## src/rtl/agu_pkg.sv

```systemverilog
package agu_pkg;

    typedef enum logic [1:0] {
        AM_PRE    = 2'b00,
        AM_PRE_WB = 2'b01,
        AM_POST   = 2'b10,
        AM_RSVD   = 2'b11
    } addr_mode_e;

    typedef enum logic [1:0] {
        SH_LSL = 2'b00,
        SH_LSR = 2'b01,
        SH_ASR = 2'b10,
        SH_ROR = 2'b11
    } shift_kind_e;

    typedef enum logic [1:0] {
        SZ_BYTE = 2'b00,
        SZ_HALF = 2'b01,
        SZ_WORD = 2'b10,
        SZ_RSVD = 2'b11
    } acc_size_e;

endpackage

```

## src/rtl/agu_shifter.sv

```systemverilog
module agu_shifter
    import agu_pkg::*;
#(
    parameter int W  = 32,
    parameter int SW = $clog2(W)
) (
    input  logic [W-1:0]  value,
    input  shift_kind_e   kind,
    input  logic [SW-1:0] amt,
    output logic [W-1:0]  result
);
    logic [2*W-1:0] rot_wide;

    always_comb begin
        rot_wide = {value, value} >> amt;
        unique case (kind)
            SH_LSL: result = value << amt;
            SH_LSR: result = value >> amt;
            SH_ASR: result = W'($signed(value) >>> amt);
            SH_ROR: result = rot_wide[W-1:0];
        endcase
    end
endmodule

```

## src/rtl/agu_operand.sv

```systemverilog
module agu_operand
    import agu_pkg::*;
#(
    parameter int W     = 32,
    parameter int IMM_W = 12,
    parameter int SW    = $clog2(W)
) (
    input  logic             off_is_reg,
    input  logic [IMM_W-1:0] imm_off,
    input  logic [W-1:0]     reg_off,
    input  shift_kind_e      kind,
    input  logic [SW-1:0]    amt,
    output logic [W-1:0]     operand
);
    localparam int PAD_W = W - IMM_W;

    logic [W-1:0] shifted;

    agu_shifter #(.W(W), .SW(SW)) u_shifter (
        .value  (reg_off),
        .kind   (kind),
        .amt    (amt),
        .result (shifted)
    );

    // The immediate bypasses the shifter entirely.
    always_comb begin
        if (off_is_reg) operand = shifted;
        else            operand = {{PAD_W{1'b0}}, imm_off};
    end
endmodule

```

## src/rtl/agu_addsub.sv

```systemverilog
module agu_addsub #(
    parameter int W = 32
) (
    input  logic [W-1:0] a,
    input  logic [W-1:0] b,
    input  logic         add,
    output logic [W-1:0] sum
);
    always_comb begin
        if (add) sum = a + b;
        else     sum = a - b;
    end
endmodule

```

## src/rtl/agu_align_chk.sv

```systemverilog
module agu_align_chk
    import agu_pkg::*;
#(
    parameter int W = 32
) (
    input  logic [W-1:0] addr,
    input  acc_size_e    size,
    output logic         fault
);
    always_comb begin
        unique case (size)
            SZ_BYTE: fault = 1'b0;
            SZ_HALF: fault = addr[0];
            SZ_WORD,
            SZ_RSVD: fault = |addr[1:0];
        endcase
    end
endmodule

```

## src/rtl/agu_addr_gen.sv

```systemverilog
module agu_addr_gen
    import agu_pkg::*;
#(
    parameter int ADDR_W  = 32,
    parameter int IMM_W   = 12,
    parameter int SHAMT_W = $clog2(ADDR_W)
) (
    input  logic               clk,
    input  logic               rst_n,
    input  logic               in_valid,
    input  logic [ADDR_W-1:0]  base,
    input  logic               off_is_reg,
    input  logic [IMM_W-1:0]   imm_off,
    input  logic [ADDR_W-1:0]  reg_off,
    input  logic [1:0]         shift_kind,
    input  logic [SHAMT_W-1:0] shift_amt,
    input  logic               add_off,
    input  logic [1:0]         addr_mode,
    input  logic [1:0]         acc_size,
    output logic               out_valid,
    output logic [ADDR_W-1:0]  eff_addr,
    output logic [ADDR_W-1:0]  base_next,
    output logic               wb_en,
    output logic               align_fault
);
    // ---------------- operand stage ----------------
    logic [ADDR_W-1:0] operand;

    agu_operand #(.W(ADDR_W), .IMM_W(IMM_W), .SW(SHAMT_W)) u_operand (
        .off_is_reg (off_is_reg),
        .imm_off    (imm_off),
        .reg_off    (reg_off),
        .kind       (shift_kind_e'(shift_kind)),
        .amt        (shift_amt),
        .operand    (operand)
    );

    logic              s1_valid;
    logic [ADDR_W-1:0] s1_base;
    logic [ADDR_W-1:0] s1_off;
    logic              s1_add;
    addr_mode_e        s1_mode;
    acc_size_e         s1_size;

    always_ff @(posedge clk) begin
        if (!rst_n) begin
            s1_valid <= 1'b0;
            s1_base  <= '0;
            s1_off   <= '0;
            s1_add   <= 1'b0;
            s1_mode  <= AM_PRE;
            s1_size  <= SZ_BYTE;
        end else begin
            s1_valid <= in_valid;
            if (in_valid) begin
                s1_base <= base;
                s1_off  <= operand;
                s1_add  <= add_off;
                s1_mode <= addr_mode_e'(addr_mode);
                s1_size <= acc_size_e'(acc_size);
            end
        end
    end

    // ---------------- result stage ----------------
    logic [ADDR_W-1:0] sum;
    logic [ADDR_W-1:0] addr_sel;
    logic [ADDR_W-1:0] base_sel;
    logic              wb_sel;
    logic              fault_sel;

    agu_addsub #(.W(ADDR_W)) u_addsub (
        .a   (s1_base),
        .b   (s1_off),
        .add (s1_add),
        .sum (sum)
    );

    always_comb begin
        unique case (s1_mode)
            AM_PRE_WB: begin
                addr_sel = sum;
                base_sel = sum;
                wb_sel   = 1'b1;
            end
            AM_POST: begin
                addr_sel = s1_base;
                base_sel = sum;
                wb_sel   = 1'b1;
            end
            AM_PRE,
            AM_RSVD: begin
                addr_sel = sum;
                base_sel = s1_base;
                wb_sel   = 1'b0;
            end
        endcase
    end

    agu_align_chk #(.W(ADDR_W)) u_align (
        .addr  (addr_sel),
        .size  (s1_size),
        .fault (fault_sel)
    );

    always_ff @(posedge clk) begin
        if (!rst_n) begin
            out_valid   <= 1'b0;
            eff_addr    <= '0;
            base_next   <= '0;
            wb_en       <= 1'b0;
            align_fault <= 1'b0;
        end else if (s1_valid) begin
            out_valid   <= 1'b1;
            eff_addr    <= addr_sel;
            base_next   <= base_sel;
            wb_en       <= wb_sel;
            align_fault <= fault_sel;
        end else begin
            out_valid   <= 1'b0;
            wb_en       <= 1'b0;
            align_fault <= 1'b0;
        end
    end

    // ---------------- assertions ----------------
    AST_WB_NEEDS_VALID: assert property (@(posedge clk) disable iff (!rst_n)
        wb_en |-> out_valid);

    AST_RESULT_LATENCY: assert property (@(posedge clk) disable iff (!rst_n)
        in_valid |-> ##2 out_valid);

    AST_PRE_KEEPS_BASE: assert property (@(posedge clk) disable iff (!rst_n)
        (in_valid && addr_mode == 2'b00) |-> ##2 (!wb_en && base_next == $past(base, 2)));

    AST_PREWB_SAME_SUM: assert property (@(posedge clk) disable iff (!rst_n)
        (in_valid && addr_mode == 2'b01) |-> ##2 (wb_en && base_next == eff_addr));

    AST_POST_RAW_BASE: assert property (@(posedge clk) disable iff (!rst_n)
        (in_valid && addr_mode == 2'b10) |-> ##2 (wb_en && eff_addr == $past(base, 2)));

    AST_BYTE_NO_FAULT: assert property (@(posedge clk) disable iff (!rst_n)
        (in_valid && acc_size == 2'b00) |-> ##2 !align_fault);

    AST_RSVD_NO_WB: assert property (@(posedge clk) disable iff (!rst_n)
        (in_valid && addr_mode == 2'b11) |-> ##2 !wb_en);
endmodule

```

## config.mk

```make
export PLATFORM = sky130hd
export DESIGN_NAME = agu_addr_gen
export DESIGN_NICKNAME = d
export VERILOG_FILES = /design/src/rtl/agu_pkg.sv /design/src/rtl/agu_shifter.sv /design/src/rtl/agu_operand.sv /design/src/rtl/agu_addsub.sv /design/src/rtl/agu_align_chk.sv /design/src/rtl/agu_addr_gen.sv
export SDC_FILE = /design/constraint.sdc
export NUM_CORES = 1
export LEC_CHECK = 0
export BUFFER_PORTS_ARGS = -buffer_cell sky130_fd_sc_hd__clkbuf_2
export CAP_MARGIN = 10
export CORE_UTILIZATION = 35
export CTS_BUF_LIST = sky130_fd_sc_hd__clkbuf_4 sky130_fd_sc_hd__clkbuf_8
export CTS_CLUSTER_DIAMETER = 120
export DETAILED_ROUTE_END_ITERATION = 16
export PLACE_DENSITY = 0.6
export SLEW_MARGIN = 25
export SYNTH_ARGS = -nofsm -noshare
export SYNTH_HDL_FRONTEND = slang
export SYNTH_SLANG_ARGS = --single-unit
export TNS_END_PERCENT = 5
```

## constraint.sdc

```tcl
create_clock -name clk -period 4.75 [get_ports clk]
set_input_delay 0.95 -clock clk [delete_from_list [all_inputs] [get_ports clk]]
set_output_delay 0.95 -clock clk [all_outputs]
set_load 0.03 [all_outputs]
```

# == Word level (Yosys, flattened, before mapping) ==
# Index checks and enable logic that the tools add are counted.
# totals
ff_bits,137
input_bits,92
output_inout_bits,67
wordCells,43
# op_classes
addsub,2
n_eq_ne,9
shifts,4
mux,8
n_reduce_logical,9
# op_table
cell,count
32-bit case mux with 2 select lines,2
32-bit case mux with 4 select lines,1
32-bit 2-to-1 mux,2
64-bit by 5-bit right shift with 32-bit output,1
32-bit adder,1
32-bit by 5-bit left shift with 32-bit output,1
32-bit by 5-bit right shift with 32-bit output,1
32-bit by 5-bit >>> shifter with 32-bit output,1
32-bit subtractor,1
2-bit equality test (second input constant),6
2-bit OR reduction,4
2-bit by 1-bit equality test with 1-bit output (second input constant),3
2-bit logical NOT,3
1-bit case mux with 3 select lines,1
3-bit OR reduction,1
1-bit case mux with 2 select lines,1
2-bit AND reduction,1
1-bit 2-to-1 mux,1

# == Longest topological paths before layout ==
# Gate-level depths: netlist of the first run.
# logic_depth
ltp_word,5
depth_mapped,20
ltp_nobuf,18

# == Modules after synthesis ==
# From an unflattened synthesis of the first run, not the netlist that was laid out.
# unflattened
hier_cells,1692
area_unflattened_um2,14483.9
# by_module_without_submodules
mod,instances,cells_each,area_per_inst_um2,seq_area_each_um2
agu_shifter,1,782,5934.4,0.0
agu_addr_gen,1,519,5773.0,2742.6
agu_addsub,1,353,2444.8,0.0
agu_operand,1,35,319.1,0.0
agu_align_chk,1,3,12.5,0.0

# == Least setup slack after synthesis of the first run ==
# No wires, ideal clock.
# synth_timing
path_kind,reg2reg
startpoint,register s1_off[7]
endpoint,register base_next[31]
setup_ns,0.081
arrival_ns,3.737
required_ns,4.669
setup_slack_ns,0.933
path_stages_with_launch,18
path_buffers,2
synth_period_minus_slack_ns,3.817
cell_sequence,dfxtp_1 > or4_4 > nor4_4 > nand2_1 > nor2_1 > and2_1 > clkbuf_1 > a21oi_1 > xor2_1 > ha_1 > clkbuf_1 > and3_1 > and3_1 > or2b_1 > a21oi_1 > o31a_1 > or4_1 > a41oi_1
# synth_between
elab_chain_len,3
elab_cells_between_ends,4
classes_between,add/sub (2); mux (2)
# synth_lines
element,line_no,source
"start, declared",agu_addr_gen.sv:40,logic [ADDR_W-1:0] s1_off;
"start signal, assigned",agu_addr_gen.sv:57,s1_off <= operand;
32-bit subtractor / 32-bit adder (equally long branches),"agu_addsub.sv:11, agu_addsub.sv:10",
32-bit 2-to-1 mux *,agu_addsub.sv:10,if (add) sum = a + b;
32-bit case mux with 2 select lines *,agu_addr_gen.sv:80,unique case (s1_mode)
"end signal, assigned",agu_addr_gen.sv:116,base_next <= base_sel;
"end, declared",agu_addr_gen.sv:22,"output logic [ADDR_W-1:0] base_next,"
# Every way passes the cells marked *; elsewhere a longest branch is shown, timed or not.
# A chain may end at the register's enable or synchronous reset.

# == Worst setup path in the final report of the first run ==
# layout_timing
startpoint,register s1_off[2]
endpoint,register base_next[29]
# Same word-level chain as after synthesis.

==> results of run 1 <==
-- kinds of logic after synthesis --
group                      synth area share (%)
and+or+nand+nor                            18.3
adders and majority gates                  4.13
AOI/OAI and AO/OA                          26.2
muxes                                      19.1
buffers and inverters                      5.66
xor gates and xnor gates                   3.79
DFF                                        22.9
-- sequential cells by signal (all words and copies together) (netlist names) --
register / flops
s1_off: 32
s1_size: 2
wb_en: 1
s1_add: 1
align_fault: 1
s1_mode: 2
s1_base: 32
eff_addr: 32
out_valid: 1
base_next: 32
s1_valid: 1
-- cell usage after synthesis (all sizes together) (14+ instances only) --
cell      n
nor2    220
nand2   153
a21oi   140
dfxtp   137
o21ai   102
mux2i    99
clkbuf   76
mux4     50
buf      47
ha       38
o211ai   33
inv      32
a31oi    27
xor2     27
xnor2    24
a21o     20
nand3    18
nor3     17
a311oi   16
mux2     15
and2     14
o22ai    14
-- final timing paths --
path | startpoint | to | slack, ns | cells after the start
hold / removal | s1_off[30] | s1_off[30] | 0.47 | 2
setup / recovery | s1_off[2] | base_next[29] | 0.55 | 14
setup reg to reg | s1_off[2] | base_next[29] | 0.55 | 14
hold reg to reg | s1_off[30] | s1_off[30] | 0.47 | 2
-- final cells by class --
class,count,area [um2],area share (%)
clock buffer,17,234,1.74
clock inverter,15,149,1.11
inverter,36,135,1.01
multi-input combinational,1228,8580,63.9
sequential,137,2750,20.5
tap,448,561,4.18
timing repair buffer,183,1020,7.59
-- power groups by stage --
stage	Combinational [mW]	Clock, mW	Sequential, mW
floorplan	1.18	0	1.40
global placement	1.70	0	1.34
detailed placement	1.71	0	1.34
CTS	1.72	0.977	1.32
global route	1.89	1.03	1.33
finish	1.74	0.959	1.32
-- worst max-delay path: cells and delay by family, from the launching register on --
kind            cells  cell delay, ns
simple gates        5            1.30
xor+xnor            1            0.17
compound gates      6            1.56
flops               1            0.40
mux                 1            0.27
fa+ha+maj           1            0.40
-- routing by layer --
layer / GRT usage, % / routed length, um / vias to the layer above
li1: - / - / 5810
met1: 31.9 / 18400 / 5800
met2: 37.7 / 19100 / 537
met3: 3.10 / 2790 / 80
met4: 8.45 / 1360 / 0
met5: 0 / 0 / -
-- stage by stage --
step           hold WS [ns]  total power [mW]  util [%]  setup slack [ns]  cell area [um2]
3_5_place_dp          0.462              3.05      38.8             0.629            13000
5_1_grt               0.511              4.25      39.9            0.0971            13400
3_3_place_gp          0.451              3.04      38.8             0.749            13000
6_report              0.471              4.01      39.9             0.553            13400
4_1_cts               0.475              4.01      39.9             0.590            13400
2_1_floorplan         0.434              2.58         -             0.933            12000
==> flow_summary.yaml, run 1 <==
placed_design:
  globalplace.congestion: 0.984
  io_buffers: 158
  dpl.hpwl_um: 31100
  place_inst: 2032
cts:
  clk_path_buf_depth: 2
  clkLatencyLatePin_ns: 0.47
  cts_inserted_buffers: 17
  htreeDepth: 4
  postCtsHoldBufs: 0
  cts_resized: 0
  post_cts_buffers: 0
  cts_tree: "done"
  clockRootBuffer: "clkbuf_8"
  cts_sinks: 137
  clk_pin_slew_ns: 0.09
detailed_routing:
  wirelength_um: 41700
  antenna_left: 0
  first_iter_violations: 1387
  num_vias: 12227
  firstDrtPassIters: 6
  drt-vias-per-instance: 5.92
  wl_per_cell_um: 20.2
  drc: 0
pwr:
  total_leakage_power_nw: 5.56
  peakVddDrop_mv: 0.166
  p_clk_share_pct: 23.9
  combPwrFrac_pct: 43.3
  p_per_area_mw_per_mm2: 299
  p_seq_share_pct: 32.8
  netSwitchingPower_mw: 1.74
  intPower_mw: 2.27
  swShare_pct: 43.3
sta:
  min_period_ns: 4.20
  clock_skew_ns: 0.0220
  final_hold_viol_count: 0
  drv_slew: 0
  finalSetupTns_ns: 0
  rsz0062_at_grt: "false"
  fmaxAchievable_mhz: 238
  slew_headroom_pct: 37.5
  setup_violations: 0
  timing.final.crit_share_pct: 88.4
  worst_pin_slew_ns: 0.936
layout:
  layout_commonest_cell: "nor2_1"
  diodes: 0
  final_nets: 1734
  final_cell_mix: "nor2_1, clkbuf_2, nand2_1, a21oi_1, dfxtp_1"
  drive_gt1_share_pct: 19.1
  fillers: 3506
  stdcell_count: 2064
  area_delta_synth_final_pct: 11.9
global_routing:
  grt_antenna_before_repair: 0
  grtUsageTotal_pct: 23.4
  grt_pass1_wl_um: 65000
  grt_max_degree: 89
  grt_pass1_vias: 11375
  overflow: 0
worst_setup_path:
  cpMostUsedCell: "a21oi_1"
  crit_arrival_ns: 4.55
  critPathLaunchType: "flip-flop"
  end_kind: "flip-flop"
  crit_fanout: 9
  worstPathCellList: "or4_1, nor2_2, and3b_4, a21oi_1, xor2_1, ha_1, o21ai_1, a21oi_1, a221oi_2, or2b_1, nand2_1, o31ai_1, mux2i_1, a31oi_1"
  cp_slowest_stage_delay_ns: 0.64
  crit_required_ns: 5.10
  slowest_stage: "o31ai_1"
  critPathKind: "flip-flop to flip-flop"
synth:
  ys.flop_type: "dfxtp_1"
  synth_area_leaders: "dfxtp_1, mux4_2, mux2i_1, nor2_1, a21oi_1"
  async_reset_ff_share_pct: 0
  synth-seq-cells: 137
  synth_enable_flop_cells: 0
  syn_area_per_cell_um2: 7.87
  ys_warn_count: 0
  synth_top_area_share_pct: 22.9
  ys_types: 86
  ys_seq_area_share_pct: 22.9
  synth_area_leader_cell: "dfxtp_1"
  synth_nets: 1655
  synth_cells: 1524
  syn-cell-area_mm2: 0.0120
floorplan:
  start_util_pct: 35.7
  core-area_mm2: 0.0336
  num_rows: 67
  dieArea_mm2: 0.0350
  num_io_pins: 159
  dieWidth_um: 187
  die_h_um: 187
job:
  maxCapViolCount: 0
run_status:
  run_status: "finished, final reports clean"
worst_hold_path:
  hp-class: "flip-flop to flip-flop"
(Power assumes the default switching activity.)
==> run 2: changes to the inputs <==
--- a/config.mk
+++ b/config.mk
@@ -5,13 +5,13 @@
 export SDC_FILE = /design/constraint.sdc
 export NUM_CORES = 1
 export LEC_CHECK = 0
-export BUFFER_PORTS_ARGS = -buffer_cell sky130_fd_sc_hd__clkbuf_2
 export CAP_MARGIN = 10
 export CORE_UTILIZATION = 35
 export CTS_BUF_LIST = sky130_fd_sc_hd__clkbuf_4 sky130_fd_sc_hd__clkbuf_8
 export CTS_CLUSTER_DIAMETER = 120
 export DETAILED_ROUTE_END_ITERATION = 16
-export PLACE_DENSITY = 0.6
+export DONT_BUFFER_PORTS = 1
+export PLACE_DENSITY = 0.59
 export SLEW_MARGIN = 25
 export SYNTH_ARGS = -nofsm -noshare
 export SYNTH_HDL_FRONTEND = slang
==> run 2 against run 1 <==
Against the previous run:
- sequential share of layout area rose by 1.5 points
- critical path depth rose by 2
- clock-buffer cell count did not move
- die area did not move
- global-route usage fell by 0.36 points
- worst setup slack got worse by 0.098 ns
- register-to-register slack got worse by 0.098 ns
- highest routed layer is now met5
==> flow_summary.yaml, run 2 (synthesis gave the netlist of run 1 again) <==
worst_setup_path:
  critPathLaunchType: "flip-flop"
  critPathKind: "flip-flop to flip-flop"
  crit_arrival_ns: 4.68
  crit_fanout: 8
  crit_required_ns: 5.13
  end_kind: "flip-flop"
sta:
  setup_violations: 0
  rsz0062_at_grt: "false"
  drv_slew: 0
  min_period_ns: 4.29
  slew_headroom_pct: 34.2
  fmaxAchievable_mhz: 233
  worst_pin_slew_ns: 0.983
  final_hold_viol_count: 0
  clock_skew_ns: 0.0208
  timing.final.crit_share_pct: 90.4
  finalSetupTns_ns: 0
cts:
  cts_sinks: 137
  clk_path_buf_depth: 2
  clockRootBuffer: "clkbuf_8"
  post_cts_buffers: 0
  cts_tree: "done"
  cts_resized: 0
  cts_inserted_buffers: 17
  clkLatencyLatePin_ns: 0.46
  htreeDepth: 4
  clk_pin_slew_ns: 0.10
  postCtsHoldBufs: 0
worst_hold_path:
  hp-class: "flip-flop to flip-flop"
floorplan:
  num_rows: 67
  die_h_um: 187
  num_io_pins: 159
  start_util_pct: 35.7
  dieArea_mm2: 0.0350
  dieWidth_um: 187
  core-area_mm2: 0.0336
global_routing:
  grt_pass1_wl_um: 63700
  grt_pass1_vias: 10877
  grt_max_degree: 89
  grt_antenna_before_repair: 4
  overflow: 0
  grtUsageTotal_pct: 23.1
placed_design:
  globalplace.congestion: 0.983
  dpl.hpwl_um: 30600
  io_buffers: 0
run_status:
  run_status: "finished, final reports clean"
detailed_routing:
  drc: 0
  drt-vias-per-instance: 6.10
  wl_per_cell_um: 21.7
  wirelength_um: 41100
  antenna_left: 0
  first_iter_violations: 1008
  firstDrtPassIters: 5
  num_vias: 11548
layout:
  final_cell_mix: "nor2_1, nand2_1, a21oi_1, dfxtp_1, mux2i_1"
  layout_commonest_cell: "nor2_1"
  area_delta_synth_final_pct: 4.46
  fillers: 3497
  drive_gt1_share_pct: 9.42
  final_nets: 1561
pwr:
  total_power_mw: 3.85
  total_leakage_power_nw: 4.81
  peakVddDrop_mv: 0.175
  p_per_area_mw_per_mm2: 307
job:
  maxCapViolCount: 0
[run 2: cell types whose count changed in the layout (fill, tap and decap cells not counted), moves of 2 or more]
cell        change
clkbuf_2      -156
clkinv_2        +2
inv_6           -2
clkinvlp_4      +3
clkinv_4        -3
buf_4          -16
[run 2: stage by stage]
stage               area (um2)  util [%]  std cells  hold WS [ns]  setup WS, ns
finish                   12500      37.3       1892         0.468         0.455
detailed placement       12100      36.0       1858         0.451         0.545
floorplan                12000         -       1524         0.434         0.933
global placement         12100      36.0       1858         0.449         0.671
CTS                      12500      37.2       1890         0.468         0.497
global route             12500      37.3       1892         0.488         0.115
[run 2: path summary, 6_finish.rpt]
| path | startpoint | to | slack, ns | cells past startpoint |
|---|---|---|---|---|
| hold reg to reg | s1_size[0] | align_fault | 0.47 | 2 |
| setup reg to reg | s1_off[2] | base_next[27] | 0.46 | 16 |
| hold / removal | s1_size[0] | align_fault | 0.47 | 2 |
| setup / recovery | s1_off[2] | base_next[27] | 0.46 | 16 |
[run 2: area by class of cell]
type                            count  area (um2)  area share, %
Multi-Input combinational cell   1228        8580           68.4
Sequential cell                   137        2750           21.9
Tap cell                          448         561           4.47
Clock buffer                       17         234           1.87
Clock inverter                     15         156           1.25
Inverter                           36         135           1.08
Timing Repair Buffer               10         120          0.958
Antenna cell                        1        2.50         0.0200
[run 2: power breakdown]
part	leakage, nW	total (mW)	internal [mW]	switching [mW]
registers	1.13	1.41	1.23	0.181
clock network	0.192	0.970	0.433	0.537
logic	3.49	1.46	0.593	0.871
total	4.81	3.85	2.26	1.59
[run 2: critical path, cell delays in order, from the launching register on]
cell      delay, ns
dfxtp_1        0.39
nor4_1         0.41
nand2_1        0.10
nor2_1         0.28
nand2_1        0.09
nor2_1         0.19
a21oi_1        0.12
xnor2_1        0.14
ha_1           0.40
a211oi_2       0.24
o21ai_1        0.12
a221oi_2       0.37
or2b_1         0.17
nand2_1        0.07
o31ai_1        0.69
o211ai_1       0.21
a31oi_1        0.22
[run 2: metal layers]
metal	vias to the layer above	part of all wire (%)	GRT usage, %
li1	5451	-	-
met1	5564	43	30.3
met2	446	46	36.8
met3	81	7.0	4.75
met4	6	3.6	9.49
met5	-	0.12	0
==> run 3: changes to the inputs <==
--- a/config.mk
+++ b/config.mk
@@ -15,5 +15,6 @@
 export SLEW_MARGIN = 25
 export SYNTH_ARGS = -nofsm -noshare
 export SYNTH_HDL_FRONTEND = slang
+export SYNTH_HIERARCHICAL = 1
 export SYNTH_SLANG_ARGS = --single-unit
 export TNS_END_PERCENT = 5
==> run 3 against run 2 <==
Against the previous run:
- non-clock buffer count is 7 higher
- critical endpoint is now eff_addr[26]
- sequential power hardly changed
- critical path type unchanged
- design area rose by 18%
==> flow_summary.yaml, run 3 <==
synth:
  synth_area_leaders: "dfxtp_1, mux2i_1, mux4_2, mux2_4, a21oi_1"
  ys_seq_area_share_pct: 18.9
  synth_common_cells: "mux2i_1, dfxtp_1, nor2_1, a21oi_1, o21ai_0"
  synth_area_leader_cell: "dfxtp_1"
  synth-seq-cells: 137
  syn-cell-area_mm2: 0.0145
  post-synth-top-count-cell: "mux2i_1"
  syn_area_per_cell_um2: 8.56
  synth_nets: 1825
  synth_enable_flop_cells: 0
  ys_types: 97
  synth_cells: 1692
  async_reset_ff_share_pct: 0
  synth_top_area_share_pct: 18.9
  ys_warn_count: 6
  ys.flop_type: "dfxtp_1"
layout:
  drive_gt1_share_pct: 13.2
  fillers: 4196
  diodes: 0
  layout_commonest_cell: "mux2i_1"
  area_delta_synth_final_pct: 2.29
  final_cell_mix: "mux2i_1, dfxtp_1, nor2_1, a21oi_1, o21ai_0"
  final_nets: 1706
pwr:
  p_clk_share_pct: 23.5
  total_leakage_power_nw: 6.01
  netSwitchingPower_mw: 1.72
  peakVddDrop_mv: 0.163
  intPower_mw: 2.63
  p_per_area_mw_per_mm2: 294
  combPwrFrac_pct: 44.2
  p_seq_share_pct: 32.2
  swShare_pct: 39.6
sta:
  final_hold_viol_count: 0
  timing.final.crit_share_pct: 91.7
  worst_pin_slew_ns: 1.07
  finalSetupTns_ns: 0
  timing.hold.ws_ns: 0.532
  setup_violations: 0
  min_period_ns: 4.36
  drv_slew: 0
  clock_skew_ns: 0.00617
  slew_headroom_pct: 28.3
  fmaxAchievable_mhz: 230
  rsz0062_at_grt: "false"
cts:
  clkLatencyLatePin_ns: 0.45
  cts_resized: 0
  cts_sinks: 137
  clockRootBuffer: "clkbuf_8"
  post_cts_buffers: 0
  clk_path_buf_depth: 2
  cts_inserted_buffers: 17
  htreeDepth: 4
  clk_pin_slew_ns: 0.08
  postCtsHoldBufs: 0
  cts_tree: "done"
global_routing:
  overflow: 0
  grt_max_degree: 137
  grt_pass1_vias: 12554
  grt_antenna_before_repair: 1
  grt_pass1_wl_um: 81100
  grtUsageTotal_pct: 25.4
detailed_routing:
  firstDrtPassIters: 6
  antenna_left: 0
  wl_per_cell_um: 26.0
  drc: 0
  first_iter_violations: 1312
  wirelength_um: 55100
  num_vias: 13368
  drt-vias-per-instance: 6.31
placed_design:
  dpl.hpwl_um: 40800
  globalplace.congestion: 0.987
  io_buffers: 0
worst_setup_path:
  crit_arrival_ns: 4.71
  end_kind: "flip-flop"
  r2r_setup_slack_ns: 0.39
  critPathKind: "flip-flop to flip-flop"
  crit_required_ns: 5.10
  crit_fanout: 9
  critPathLaunchType: "flip-flop"
floorplan:
  dieWidth_um: 205
  num_io_pins: 159
  num_rows: 74
  die_h_um: 205
  core-area_mm2: 0.0408
  start_util_pct: 35.5
  dieArea_mm2: 0.0422
worst_hold_path:
  hp-class: "flip-flop to flip-flop"
job:
  maxCapViolCount: 0
run_status:
  run_status: "finished, final reports clean"
## run 3: changes by cell type after synthesis, sizes merged, moves of 27 or more
cell / delta
o21ba: +30
mux2: +69
nand2: -49
nor2: -100
nor2b: +71
mux2i: +93
a21oi: -27
nor3: +29
buf: +37
## run 3: final timing paths
kind / to / from / cells past startpoint
worst max-delay path: eff_addr[26] / s1_off[9] / 13
worst min register to register: s1_off[30] / s1_off[30] / 2
worst min-delay path: s1_off[30] / s1_off[30] / 2
worst max register to register: eff_addr[26] / s1_off[9] / 13
## run 3: worst max-delay path, cell delays in order, from the launching register on
cell,delay [ns]
dfxtp_1,0.36
or4_4,0.56
nor4b_4,0.42
a21oi_1,0.14
xor2_1,0.16
ha_1,0.46
a21oi_1,0.11
o21ai_0,0.30
nor3_1,0.14
o31ai_1,0.72
a41oi_1,0.25
xnor2_1,0.19
mux2_4,0.27
o21ba_1,0.16
## run 3: final cells by class
class | instances | area [um2] | area share [%]
repair buffers | 17 | 128 | 0.861
flip-flops and latches | 137 | 2740 | 18.5
clock buffers | 18 | 241 | 1.63
well taps | 532 | 666 | 4.49
clock inverters | 14 | 171 | 1.16
inverters | 24 | 90.1 | 0.608
multi-input cells | 1376 | 10800 | 72.7
## run 3: logic make-up (layout without fill, tap and decap cells)
family	Yosys count	in the layout	share of synthesized area, %
AO/OA/AOI/OAI	490	490	22.8
multiplexers	321	321	28.2
flip-flops	137	137	18.9
XOR/XNOR	57	57	3.50
AND/OR/NAND/NOR	467	467	16.2
adder cells (fa/ha/maj)	41	41	3.59
buffers and inverters	179	73	6.77
## run 3: power groups by stage
stage               registers (mW)  clock network (mW)  logic [mW]
floorplan                     1.40                   0        1.57
global placement              1.43                   0        1.86
detailed placement            1.43                   0        1.88
CTS                           1.40                1.06        1.89
global route                  1.42                1.10        2.06
finish                        1.40                1.02        1.92
## run 3: per-layer routing
metal / vias to the layer above / part of all wire (%) / GRT usage (%)
met5: - / 0.020 / 0
met4: 2 / 4.2 / 11.0
met3: 127 / 8.1 / 4.29
met2: 688 / 46 / 41.9
met1: 6473 / 42 / 32.4
li1: 6078 / - / -
## run 3: through the flow
step	std cells	worst slack [ns]	cell area, um2	total power [mW]	utilization [%]
after floorplan	1692	1.01	14500	2.97	-
after global placement	2086	0.417	14400	3.29	35.2
after detailed placement	2086	0.398	14400	3.31	35.2
after CTS	2118	0.398	14800	4.35	36.3
after global routing	2118	0.0722	14800	4.57	36.3
final	2118	0.395	14800	4.35	36.3
